===== src/rtl/irq_stat_pkg.sv =====
package irq_stat_pkg;

    localparam int REG_W   = 32;
    localparam int NUM_SEC = 5;
    localparam int ADDR_W  = 4;
    localparam int HI_LSB  = 16;

    // primary bit positions
    localparam int PB_TXOK  = 6;
    localparam int PB_DESC  = 7;
    localparam int PB_TXERR = 8;
    localparam int PB_NOFRM = 9;
    localparam int PB_EOL   = 10;
    localparam int PB_URN   = 11;
    localparam int PB_HIF   = 19;
    localparam int PB_BNR   = 20;
    localparam int PB_BCN   = 23;
    localparam int PB_CBRO  = 25;
    localparam int PB_CBRU  = 26;
    localparam int PB_QTRIG = 27;

    // extra fields in secondary word 2
    localparam int HIF_LSB = 16;
    localparam int HIF_N   = 3;
    localparam int BCN_LSB = 24;
    localparam int BCN_N   = 6;

    // summary groups, in order of the group-clear vector
    localparam int G_TXOK  = 0;
    localparam int G_DESC  = 1;
    localparam int G_TXERR = 2;
    localparam int G_EOL   = 3;
    localparam int G_URN   = 4;
    localparam int G_HIF   = 5;
    localparam int G_BCN   = 6;
    localparam int G_CBRO  = 7;
    localparam int G_CBRU  = 8;
    localparam int G_QTRIG = 9;
    localparam int NUM_GRP = 10;

    // word addresses
    localparam logic [ADDR_W-1:0] A_PRIM = 4'd0;
    localparam logic [ADDR_W-1:0] A_RAC  = 4'd1;
    localparam int                A_SEC0 = 2;
    localparam int                A_SHD0 = 7;
    localparam logic [ADDR_W-1:0] A_MASK = 4'd12;

    function automatic logic [REG_W-1:0] span(input int lsb, input int n);
        logic [REG_W-1:0] m;
        m = '0;
        for (int b = 0; b < REG_W; b++) begin
            if (b >= lsb && b < lsb + n) m[b] = 1'b1;
        end
        return m;
    endfunction

    function automatic logic [REG_W-1:0] sec_valid(input int idx, input int nq);
        logic [REG_W-1:0] m;
        case (idx)
            2:       m = span(0, nq) | span(HIF_LSB, HIF_N) | span(BCN_LSB, BCN_N);
            4:       m = span(0, nq);
            default: m = span(0, nq) | span(HI_LSB, nq);
        endcase
        return m;
    endfunction

endpackage


===== src/rtl/irq_sec_reg.sv =====
module irq_sec_reg
    import irq_stat_pkg::*;
#(
    parameter logic [REG_W-1:0] VALID = '1
) (
    input  logic             clk,
    input  logic             rst_n,
    input  logic [REG_W-1:0] set_i,
    input  logic [REG_W-1:0] clr_i,
    input  logic             snap_i,
    output logic [REG_W-1:0] stat_o,
    output logic [REG_W-1:0] shadow_o
);

    logic [REG_W-1:0] stat_q;
    logic [REG_W-1:0] shadow_q;
    logic [REG_W-1:0] stat_d;

    // set wins over any clear in the same cycle
    always_comb begin
        stat_d = stat_q & ~clr_i;
        if (snap_i) stat_d = '0;
        stat_d = (stat_d | set_i) & VALID;
    end

    always_ff @(posedge clk) begin
        if (!rst_n) begin
            stat_q   <= '0;
            shadow_q <= '0;
        end else begin
            stat_q <= stat_d;
            if (snap_i) shadow_q <= stat_q;
        end
    end

    assign stat_o   = stat_q;
    assign shadow_o = shadow_q;

endmodule


===== src/rtl/irq_prim_map.sv =====
module irq_prim_map
    import irq_stat_pkg::*;
#(
    parameter int NQ = 10
) (
    input  logic [NUM_SEC-1:0][REG_W-1:0] sec_i,
    input  logic [1:0]                    dir_i,
    input  logic [NUM_GRP-1:0]            grp_clr_i,
    output logic [REG_W-1:0]              prim_o,
    output logic [NUM_SEC-1:0][REG_W-1:0] sec_clr_o
);

    localparam logic [REG_W-1:0] LO  = span(0, NQ);
    localparam logic [REG_W-1:0] HI  = span(HI_LSB, NQ);
    localparam logic [REG_W-1:0] HIF = span(HIF_LSB, HIF_N);
    localparam logic [REG_W-1:0] BCN = span(BCN_LSB, BCN_N);

    always_comb begin
        prim_o           = '0;
        prim_o[PB_TXOK]  = |(sec_i[0] & LO);
        prim_o[PB_DESC]  = |(sec_i[0] & HI);
        prim_o[PB_TXERR] = |(sec_i[1] & LO);
        prim_o[PB_EOL]   = |(sec_i[1] & HI);
        prim_o[PB_URN]   = |(sec_i[2] & LO);
        prim_o[PB_HIF]   = |(sec_i[2] & HIF);
        prim_o[PB_BCN]   = |(sec_i[2] & BCN);
        prim_o[PB_CBRO]  = |(sec_i[3] & LO);
        prim_o[PB_CBRU]  = |(sec_i[3] & HI);
        prim_o[PB_QTRIG] = |(sec_i[4] & LO);
        prim_o[PB_NOFRM] = dir_i[0];
        prim_o[PB_BNR]   = dir_i[1];
    end

    always_comb begin
        sec_clr_o    = '0;
        sec_clr_o[0] = (grp_clr_i[G_TXOK]  ? LO  : '0) | (grp_clr_i[G_DESC] ? HI : '0);
        sec_clr_o[1] = (grp_clr_i[G_TXERR] ? LO  : '0) | (grp_clr_i[G_EOL]  ? HI : '0);
        sec_clr_o[2] = (grp_clr_i[G_URN]   ? LO  : '0) | (grp_clr_i[G_HIF]  ? HIF : '0)
                     | (grp_clr_i[G_BCN]   ? BCN : '0);
        sec_clr_o[3] = (grp_clr_i[G_CBRO]  ? LO  : '0) | (grp_clr_i[G_CBRU] ? HI : '0);
        sec_clr_o[4] = (grp_clr_i[G_QTRIG] ? LO  : '0);
    end

endmodule


===== src/rtl/irq_status_unit.sv =====
module irq_status_unit
    import irq_stat_pkg::*;
#(
    parameter int NQ = 10
) (
    input  logic              clk,
    input  logic              rst_n,
    input  logic [ADDR_W-1:0] bus_addr,
    input  logic              bus_wr,
    input  logic [REG_W-1:0]  bus_wdata,
    input  logic              bus_rd,
    output logic [REG_W-1:0]  bus_rdata,
    input  logic [NQ-1:0]     ev_txok,
    input  logic [NQ-1:0]     ev_txdesc,
    input  logic [NQ-1:0]     ev_txerr,
    input  logic [NQ-1:0]     ev_eol,
    input  logic [NQ-1:0]     ev_urn,
    input  logic [NQ-1:0]     ev_cbro,
    input  logic [NQ-1:0]     ev_cbru,
    input  logic [NQ-1:0]     ev_qtrig,
    input  logic [HIF_N-1:0]  ev_hif,
    input  logic [BCN_N-1:0]  ev_bcn,
    input  logic              ev_nofrm,
    input  logic              ev_bnr,
    output logic              irq_o
);

    logic [NUM_SEC-1:0][REG_W-1:0] sec_q;
    logic [NUM_SEC-1:0][REG_W-1:0] shd_q;
    logic [NUM_SEC-1:0][REG_W-1:0] sec_set;
    logic [NUM_SEC-1:0][REG_W-1:0] prim_clr;
    logic [REG_W-1:0]              prim;
    logic [NUM_GRP-1:0]            grp_clr;
    logic [1:0]                    dir_q;
    logic [1:0]                    dir_clr;
    logic [REG_W-1:0]              mask_q;
    logic                          irq_q;
    logic                          rac_rd;
    logic                          prim_wr;

    assign rac_rd  = bus_rd && (bus_addr == A_RAC);
    assign prim_wr = bus_wr && (bus_addr == A_PRIM);

    // event placement into secondary words
    always_comb begin
        sec_set                      = '0;
        sec_set[0][NQ-1:0]           = ev_txok;
        sec_set[0][HI_LSB +: NQ]     = ev_txdesc;
        sec_set[1][NQ-1:0]           = ev_txerr;
        sec_set[1][HI_LSB +: NQ]     = ev_eol;
        sec_set[2][NQ-1:0]           = ev_urn;
        sec_set[2][HIF_LSB +: HIF_N] = ev_hif;
        sec_set[2][BCN_LSB +: BCN_N] = ev_bcn;
        sec_set[3][NQ-1:0]           = ev_cbro;
        sec_set[3][HI_LSB +: NQ]     = ev_cbru;
        sec_set[4][NQ-1:0]           = ev_qtrig;
    end

    // primary write: summary bits expand to group clears
    always_comb begin
        grp_clr          = '0;
        dir_clr          = '0;
        if (prim_wr) begin
            grp_clr[G_TXOK]  = bus_wdata[PB_TXOK];
            grp_clr[G_DESC]  = bus_wdata[PB_DESC];
            grp_clr[G_TXERR] = bus_wdata[PB_TXERR];
            grp_clr[G_EOL]   = bus_wdata[PB_EOL];
            grp_clr[G_URN]   = bus_wdata[PB_URN];
            grp_clr[G_HIF]   = bus_wdata[PB_HIF];
            grp_clr[G_BCN]   = bus_wdata[PB_BCN];
            grp_clr[G_CBRO]  = bus_wdata[PB_CBRO];
            grp_clr[G_CBRU]  = bus_wdata[PB_CBRU];
            grp_clr[G_QTRIG] = bus_wdata[PB_QTRIG];
            dir_clr          = {bus_wdata[PB_BNR], bus_wdata[PB_NOFRM]};
        end
    end

    irq_prim_map #(.NQ(NQ)) u_map (
        .sec_i     (sec_q),
        .dir_i     (dir_q),
        .grp_clr_i (grp_clr),
        .prim_o    (prim),
        .sec_clr_o (prim_clr)
    );

    for (genvar i = 0; i < NUM_SEC; i++) begin : g_sec
        localparam logic [ADDR_W-1:0] SEC_ADDR = ADDR_W'(A_SEC0 + i);
        logic [REG_W-1:0] clr;
        assign clr = ((bus_wr && bus_addr == SEC_ADDR) ? bus_wdata : '0) | prim_clr[i];
        irq_sec_reg #(.VALID(sec_valid(i, NQ))) u_reg (
            .clk      (clk),
            .rst_n    (rst_n),
            .set_i    (sec_set[i]),
            .clr_i    (clr),
            .snap_i   (rac_rd),
            .stat_o   (sec_q[i]),
            .shadow_o (shd_q[i])
        );
    end

    // directly latched primary bits, mask and interrupt line
    always_ff @(posedge clk) begin
        if (!rst_n) begin
            dir_q  <= '0;
            mask_q <= '0;
            irq_q  <= 1'b0;
        end else begin
            dir_q <= (rac_rd ? 2'b00 : (dir_q & ~dir_clr)) | {ev_bnr, ev_nofrm};
            if (bus_wr && bus_addr == A_MASK) mask_q <= bus_wdata;
            irq_q <= |(prim & mask_q);
        end
    end

    assign irq_o = irq_q;

    always_comb begin
        bus_rdata = '0;
        if (bus_addr == A_PRIM || bus_addr == A_RAC) begin
            bus_rdata = prim;
        end else if (bus_addr == A_MASK) begin
            bus_rdata = mask_q;
        end else begin
            for (int i = 0; i < NUM_SEC; i++) begin
                if (bus_addr == ADDR_W'(A_SEC0 + i)) bus_rdata = sec_q[i];
                if (bus_addr == ADDR_W'(A_SHD0 + i)) bus_rdata = shd_q[i];
            end
        end
    end

endmodule


===== config.mk =====
export PLATFORM = sky130hd
export DESIGN_NAME = irq_status_unit
export DESIGN_NICKNAME = d
export VERILOG_FILES = /design/src/rtl/irq_stat_pkg.sv /design/src/rtl/irq_sec_reg.sv /design/src/rtl/irq_prim_map.sv /design/src/rtl/irq_status_unit.sv
export SDC_FILE = /design/constraint.sdc
export NUM_CORES = 1
export LEC_CHECK = 0
export BUFFER_PORTS_ARGS = -buffer_cell sky130_fd_sc_hd__buf_4
export CAP_MARGIN = 0
export CORE_MARGIN = 3
export CORE_UTILIZATION = 31
export CTS_CLUSTER_SIZE = 20
export DETAILED_ROUTE_END_ITERATION = 12
export PLACE_DENSITY = 0.54
export REMOVE_ABC_BUFFERS = 1
export SLEW_MARGIN = 20
export SYNTH_ARGS = -nofsm -noshare
export SYNTH_HDL_FRONTEND = slang
export SYNTH_SLANG_ARGS = --single-unit

===== constraint.sdc =====
create_clock -name clk -period 1.7 [get_ports clk]
set_clock_uncertainty 0.05 [all_clocks]
set_input_delay 0 -clock clk [delete_from_list [all_inputs] [get_ports clk]]
set_output_delay 0 -clock clk [all_outputs]
set_load 0.1 [all_outputs]

Yosys cells after proc, flatten, opt, wreduce, memory -nomap -nowiden:

Cells that the tools add are included.

* bits in registers: 242
* bits of input ports: 131
* output and inout port bits: 33
* word-level logic and storage cells: 110

* eq/ne operators: 12
* multiplexer cells: 35
* bitwise gates (word level): 29
* reductions and logical operators: 21

Operators with widths (count)
* 32-bit 2-to-1 mux: 10
* 26-bit 2-to-1 mux: 11
* 26-bit OR: 6
* 30-bit 2-to-1 mux: 3
* 10-bit 2-to-1 mux: 8
* 10-bit OR reduction: 8
* 26-bit AND: 3
* 26-bit NOT: 3
* 10-bit by 26-bit OR with 26-bit output: 3
* 30-bit OR: 2
* 28-bit by 32-bit AND with 32-bit output: 1
* 32-bit OR reduction: 1
* 30-bit AND: 1
* 30-bit NOT: 1
* 19-bit by 30-bit OR with 30-bit output: 1
* 4-bit == test (second input constant): 5
* 10-bit OR: 2
* 19-bit 2-to-1 mux: 1
* 10-bit by 19-bit OR with 19-bit output: 1
* 4-bit by 3-bit == test with 1-bit output (second input constant): 4
* 10-bit AND: 1
* 10-bit NOT: 1
* 4-bit by 2-bit == test with 1-bit output (second input constant): 2
* 1-bit logical AND: 8
* other kinds (9): 10

Logic depth before layout (Yosys ltp):

* word-level depth: 13
* gate-level depth with buffers: 9
* depth with buffers taken out: 5

Hierarchy:

A second synthesis with hierarchy kept.

* cell total of the unflattened synthesis: 1921
* area total of the unflattened synthesis: 16159.2 um^2

Modules (own cells, without submodules)
* irq_status_unit: instances 1, cells each 982, area an instance 6436.2 um^2, seq. area each 700.7 um^2
* irq_sec_reg at g_sec[0].u_reg ...: instances 3, cells each 154, area an instance 1806.7 um^2, seq. area each 800.8 um^2
* irq_sec_reg at g_sec[2].u_reg: instances 1, cells each 149, area an instance 1665.3 um^2, seq. area each 760.7 um^2
* irq_prim_map: instances 1, cells each 219, area an instance 1560.2 um^2, seq. area each 0.0 um^2
* irq_sec_reg at g_sec[4].u_reg: instances 1, cells each 109, area an instance 1077.3 um^2, seq. area each 400.4 um^2

Worst setup path after synthesis:

OpenSTA, ideal clock, no wires.

* kind: in2out
* start: input port bus_addr[1]
* end: output port bus_rdata[24]
* data arrival time: 3.971 ns
* data required time: 1.650 ns
* slack: -2.321 ns
* stages: 6
* path buffers: 2
* path through: buf_2 or2_2 buf_2 o32ai_1 a21oi_1 o41ai_1

* cells in the longest elaborated chain, start to end: 13
* elaborated cells on any way between the ends: 26
* classes of those cells: 12 x eq/ne; 12 x mux; 2 x reduce/logical

RTL lines
* start: declaration: RTL line irq_status_unit.sv:8 `input logic [ADDR_W-1:0] bus_addr,`
* 4-bit by 2-bit == test with 1-bit output: RTL line irq_status_unit.sv:124 `if (bus_addr == ADDR_W'(A_SEC0 + i)) bus_rdata = sec_q[i];`
* 26-bit 2-to-1 mux: RTL line irq_status_unit.sv:124
* 26-bit 2-to-1 mux: RTL line irq_status_unit.sv:125 `if (bus_addr == ADDR_W'(A_SHD0 + i)) bus_rdata = shd_q[i];`
* 32-bit 2-to-1 mux: RTL line irq_status_unit.sv:124
* 32-bit 2-to-1 mux: RTL line irq_status_unit.sv:125
* 32-bit 2-to-1 mux: RTL line irq_status_unit.sv:124
* 32-bit 2-to-1 mux: RTL line irq_status_unit.sv:125
* 32-bit 2-to-1 mux: RTL line irq_status_unit.sv:124
* 32-bit 2-to-1 mux: RTL line irq_status_unit.sv:125
* 32-bit 2-to-1 mux: RTL line irq_status_unit.sv:124
* 32-bit 2-to-1 mux: RTL line irq_status_unit.sv:125
* 32-bit 2-to-1 mux: RTL line irq_status_unit.sv:120 `end else if (bus_addr == A_MASK) begin`
* 32-bit 2-to-1 mux *: RTL line irq_status_unit.sv:118 `if (bus_addr == A_PRIM || bus_addr == A_RAC) begin`
* end: declaration: RTL line irq_status_unit.sv:12 `output logic [REG_W-1:0] bus_rdata,`

Every way passes the cells marked *; elsewhere a longest branch is shown, timed or not.

Worst setup path in the final report:

* start: register g_sec[0].u_reg.stat_q[16]
* end: output port bus_rdata[16]

* cells in the longest elaborated chain, start to end: 12

RTL lines
* start: declaration: RTL line irq_sec_reg.sv:15 `logic [REG_W-1:0] stat_q;`
* start signal: assignment: RTL line irq_sec_reg.sv:31 `stat_q <= stat_d;`
* 26-bit 2-to-1 mux: RTL line irq_status_unit.sv:124
* 26-bit 2-to-1 mux: RTL line irq_status_unit.sv:125
* 32-bit 2-to-1 mux: RTL line irq_status_unit.sv:124
* 32-bit 2-to-1 mux: RTL line irq_status_unit.sv:125
* 32-bit 2-to-1 mux: RTL line irq_status_unit.sv:124
* 32-bit 2-to-1 mux: RTL line irq_status_unit.sv:125
* 32-bit 2-to-1 mux: RTL line irq_status_unit.sv:124
* 32-bit 2-to-1 mux: RTL line irq_status_unit.sv:125
* 32-bit 2-to-1 mux: RTL line irq_status_unit.sv:124
* 32-bit 2-to-1 mux: RTL line irq_status_unit.sv:125
* 32-bit 2-to-1 mux: RTL line irq_status_unit.sv:120
* 32-bit 2-to-1 mux: RTL line irq_status_unit.sv:118

Every way passes these cells.

==> flow_summary.ini <==
[sta]
fmax_mhz = 452.6
hold_viol = 0
timing.setup.tns_ns = -6.602
report.final.setup_viol = 26
layout_worst_path_cycle_share_pct = 130.0
rsz0062_at_grt = true
finalWorstSetupSlack_ns = -0.5094
tightestPinTransition_ns = 0.6426
slew_headroom_pct = 57.16
final-max-slew-violation-count = 0
period_minus_slack_ns = 2.209

[synthesis]
synth_area_um2 = 10600
ys_seq_elements = 213
synth_top_family_by_area = compound AO/OA/AOI/OAI gates
yosys_most_used_dff = dfxtp_1
yosys_warnings = 0
post_synth_num_cell_types = 56
post_synth_and_or_nand_nor_area_fraction_pct = 25.78
syn-mean-instance-area_um2 = 7.655
post_synth_inst_count = 1385
synth_xor_xnor_area_share_pct = 0
synth.top_cell.area_share_pct = 40.22
yosysSeqAreaShare_pct = 40.22
post_synth_fa_ha_maj_area_fraction_pct = 0
ys_async_sr_fraction_pct = 0
synth_top_cell_by_area = dfxtp_1
synth_compound_gate_area_share_pct = 28.37
muxShareOfSynthArea_pct = 0.4838
synth.top_cells.by_area = dfxtp_1, nand2_1, a21boi_0
synth_edf_count = 0

[cts]
cts.clk_slew.worst_paths_ns = 0.06
clock_latency_ns = 0.53
htree_levels = 1
cts_tree = built
cts_max_path_buffers = 3
clock_tree_sinks = 213
root_buffer = clkbuf_16
cts_buffers = 25

[floorplan]
fp.dieArea_um2 = 36460
initial_core_utilization_pct = 31.54
die_w_um = 190.9
die-height_um = 190.9
num_io_pins = 164
rows = 67
core_region_area_um2 = 33620

[cells_and_area]
layout-area-overhead-vs-synth_pct = 60.93
final_cell_area_um2 = 17060
final_cell_mix = nand2_1, buf_4, dfxtp_1, dlygate4sd3_1, a21boi_0
finalCoreUtilization_pct = 50.76
finish.net_count = 1975
mostFrequentLayoutCell = nand2_1
layout-drive-gt1-share_pct = 31.40
diodes = 0

[power]
powerDensity_nw_per_um2 = 810.9
leakage_power_nw = 6.523
vdd.ir_drop.worst_uv = 691.3

[worst_setup_path]
worst-setup-path-type = register to primary output
worstSetupStartpoint = g_sec[0].u_reg.stat_o[16]
cp-start-kind = register
worst-endpoint-required_ns = 1.65
worst-path-max-fanout = 4
rrSetupSlack_ns = -0.13
crit_path_end = bus_rdata[16]
timing.critical_path.to_type = primary output
data_arrival_time_of_the_worst_path_ns = 2.16
crit-reg2reg-launch = g_sec[0].u_reg.stat_o[16]
timing.rr.end = irq_o
reg2reg_depth = 6

[detailed_routing]
totalWireLength_mm = 44.61
first_iter_violations = 878
drtAntennaViolNets = 0
drc_errors = 0
post_drt_wl_per_cell_um = 19.30
post_drt_via_cell_ratio = 5.187
vias_after_detailed_routing = 11988
drtPass1Iterations = 5

[global_route]
grt_max_degree = 87
antenna_found_initial = 0
grt_overflow = 0
grt_pass1_wl_mm = 68.43
first_global_vias = 11842
grt_use_total_pct = 23.91

[placed_design]
hpwl_mm = 31.37
cell_area_reported_after_detailed_placement_um2 = 13600
port_buffers = 163
finalWeightedCongestion = 0.9118

[run]
max_cap_viol_count = 0

[run_status]
violated_checks = setup timing
status = finished, violations left

[worst_hold_path]
hp-class = input port to register
==> through the flow <==
| stage | hold slack, ns | setup slack [ns] | total power [W] | std cells |
|---|---|---|---|---|
| 6_report | 0.01280 | -0.5094 | 0.01384 | 2311 |
| 3_5_place_dp | 0.1713 | -0.5791 | 0.007698 | 2096 |
| 2_1_floorplan | 0.06752 | -2.462 | 0.006430 | 1281 |
| 3_3_place_gp | 0.1740 | -0.6074 | 0.007681 | 2096 |
| 5_1_grt | 0.02464 | -0.5529 | 0.01433 | 2311 |
| 4_1_cts | 0.0005057 | -0.6326 | 0.01382 | 2302 |
==> worst min-delay path by stage <==
stage	end	start	cells after the start
2_1_floorplan	dir_q[0]	rst_n	1
3_3_place_gp	dir_q[1]	ev_bnr	2
3_5_place_dp	dir_q[1]	ev_bnr	2
4_1_cts	mask_q[4]	bus_wr	5
5_1_grt	mask_q[11]	bus_wr	5
6_report	mask_q[4]	bus_wr	5
==> layer usage <==
| metal | GRT usage (%) | share of wire (%) | up-vias | routed length (um) |
|---|---|---|---|---|
| met1 | 31.94 | 44 | 5736 | 19560 |
| met3 | 3.833 | 6.4 | 67 | 2856 |
| met2 | 40.11 | 47 | 415 | 20950 |
| met4 | 6.463 | 2.8 | 0 | 1239 |
| met5 | 0 | 0 | - | 0 |
| li1 | - | - | 5770 | - |
==> where the power goes <==
group,internal [W],leakage [nW],switching (W)
Clock,0.00338,0.427,0.00221
Combinational,0.00137,4.34,0.00150
Sequential,0.00520,1.76,0.000184
Total,0.00994,6.52,0.00390
==> registers in the layout, indices dropped and copies added (netlist names) <==
register,count
dir_q,2
g_sec.u_reg.shadow_o,89
g_sec.u_reg.stat_o,89
irq_o,1
mask_q,32
==> cell families (layout without fill, tap and decap cells) <==
kind of cell / count (synthesis) / count (layout)
AND/OR/NAND/NOR: 609 / 609
AO/OA/AOI/OAI: 446 / 446
flip-flops: 213 / 213
buffers and inverters: 112 / 590
multiplexers: 5 / 5
==> critical path, stage by stage (launching register included) <==
cell,delay (ns)
dfxtp_4,0.36
nor2_2,0.05
a2bb2oi_2,0.13
o32ai_2,0.32
a21oi_2,0.12
o41ai_4,0.30
buf_4,0.19
buf_12,0.16
==> synth_stat cells, drive strengths merged (2+ instances only) <==
| cell type | number |
|---|---|
| and2 | 7 |
| and2b | 3 |
| a211oi | 7 |
| a21o | 8 |
| buf | 48 |
| o21a | 6 |
| nor3 | 8 |
| and3 | 4 |
| or2 | 3 |
| inv | 7 |
| a2bb2oi | 4 |
| a31o | 5 |
| a21boi | 121 |
| o221ai | 7 |
| nand2b | 8 |
| mux2i | 4 |
| a311oi | 6 |
| a31oi | 90 |
| o32ai | 2 |
| nand3 | 24 |
| or3 | 2 |
| o41ai | 2 |
| nor4 | 17 |
| a222oi | 2 |
| nand2 | 382 |
| o21ai | 61 |
| nor2 | 51 |
| o31ai | 3 |
| a221o | 7 |
| o22a | 2 |
| a22oi | 13 |
| nor2b | 93 |
| and3b | 2 |
| clkbuf | 56 |
| o211ai | 6 |
| dfxtp | 213 |
| a21oi | 76 |
| a22o | 5 |
| o22ai | 10 |
| nand4 | 2 |
==> final cells by class <==
cell class | instances | area (um2)
well taps | 448 | 560.5
multi-input cells | 1060 | 6334
fillers | 3163 | 16550
clock inverters | 4 | 48.80
inverters | 8 | 31.28
clock buffers | 42 | 809.5
flip-flops and latches | 213 | 4322
repair buffers | 536 | 4957
==> timing repair <==
item / 4_1_cts / 5_1_grt
resized for setup: 201 / 66
hold buffers: 148 / 0
endpoints found under the setup margin: 27 / 44
pin swaps: 67 / 52
endpoints found under the hold margin: 137 / 0
gates cloned: 0 / 0
buffers inserted: 13 / 11
No activity file was read; power rests on OpenSTA's default activity.
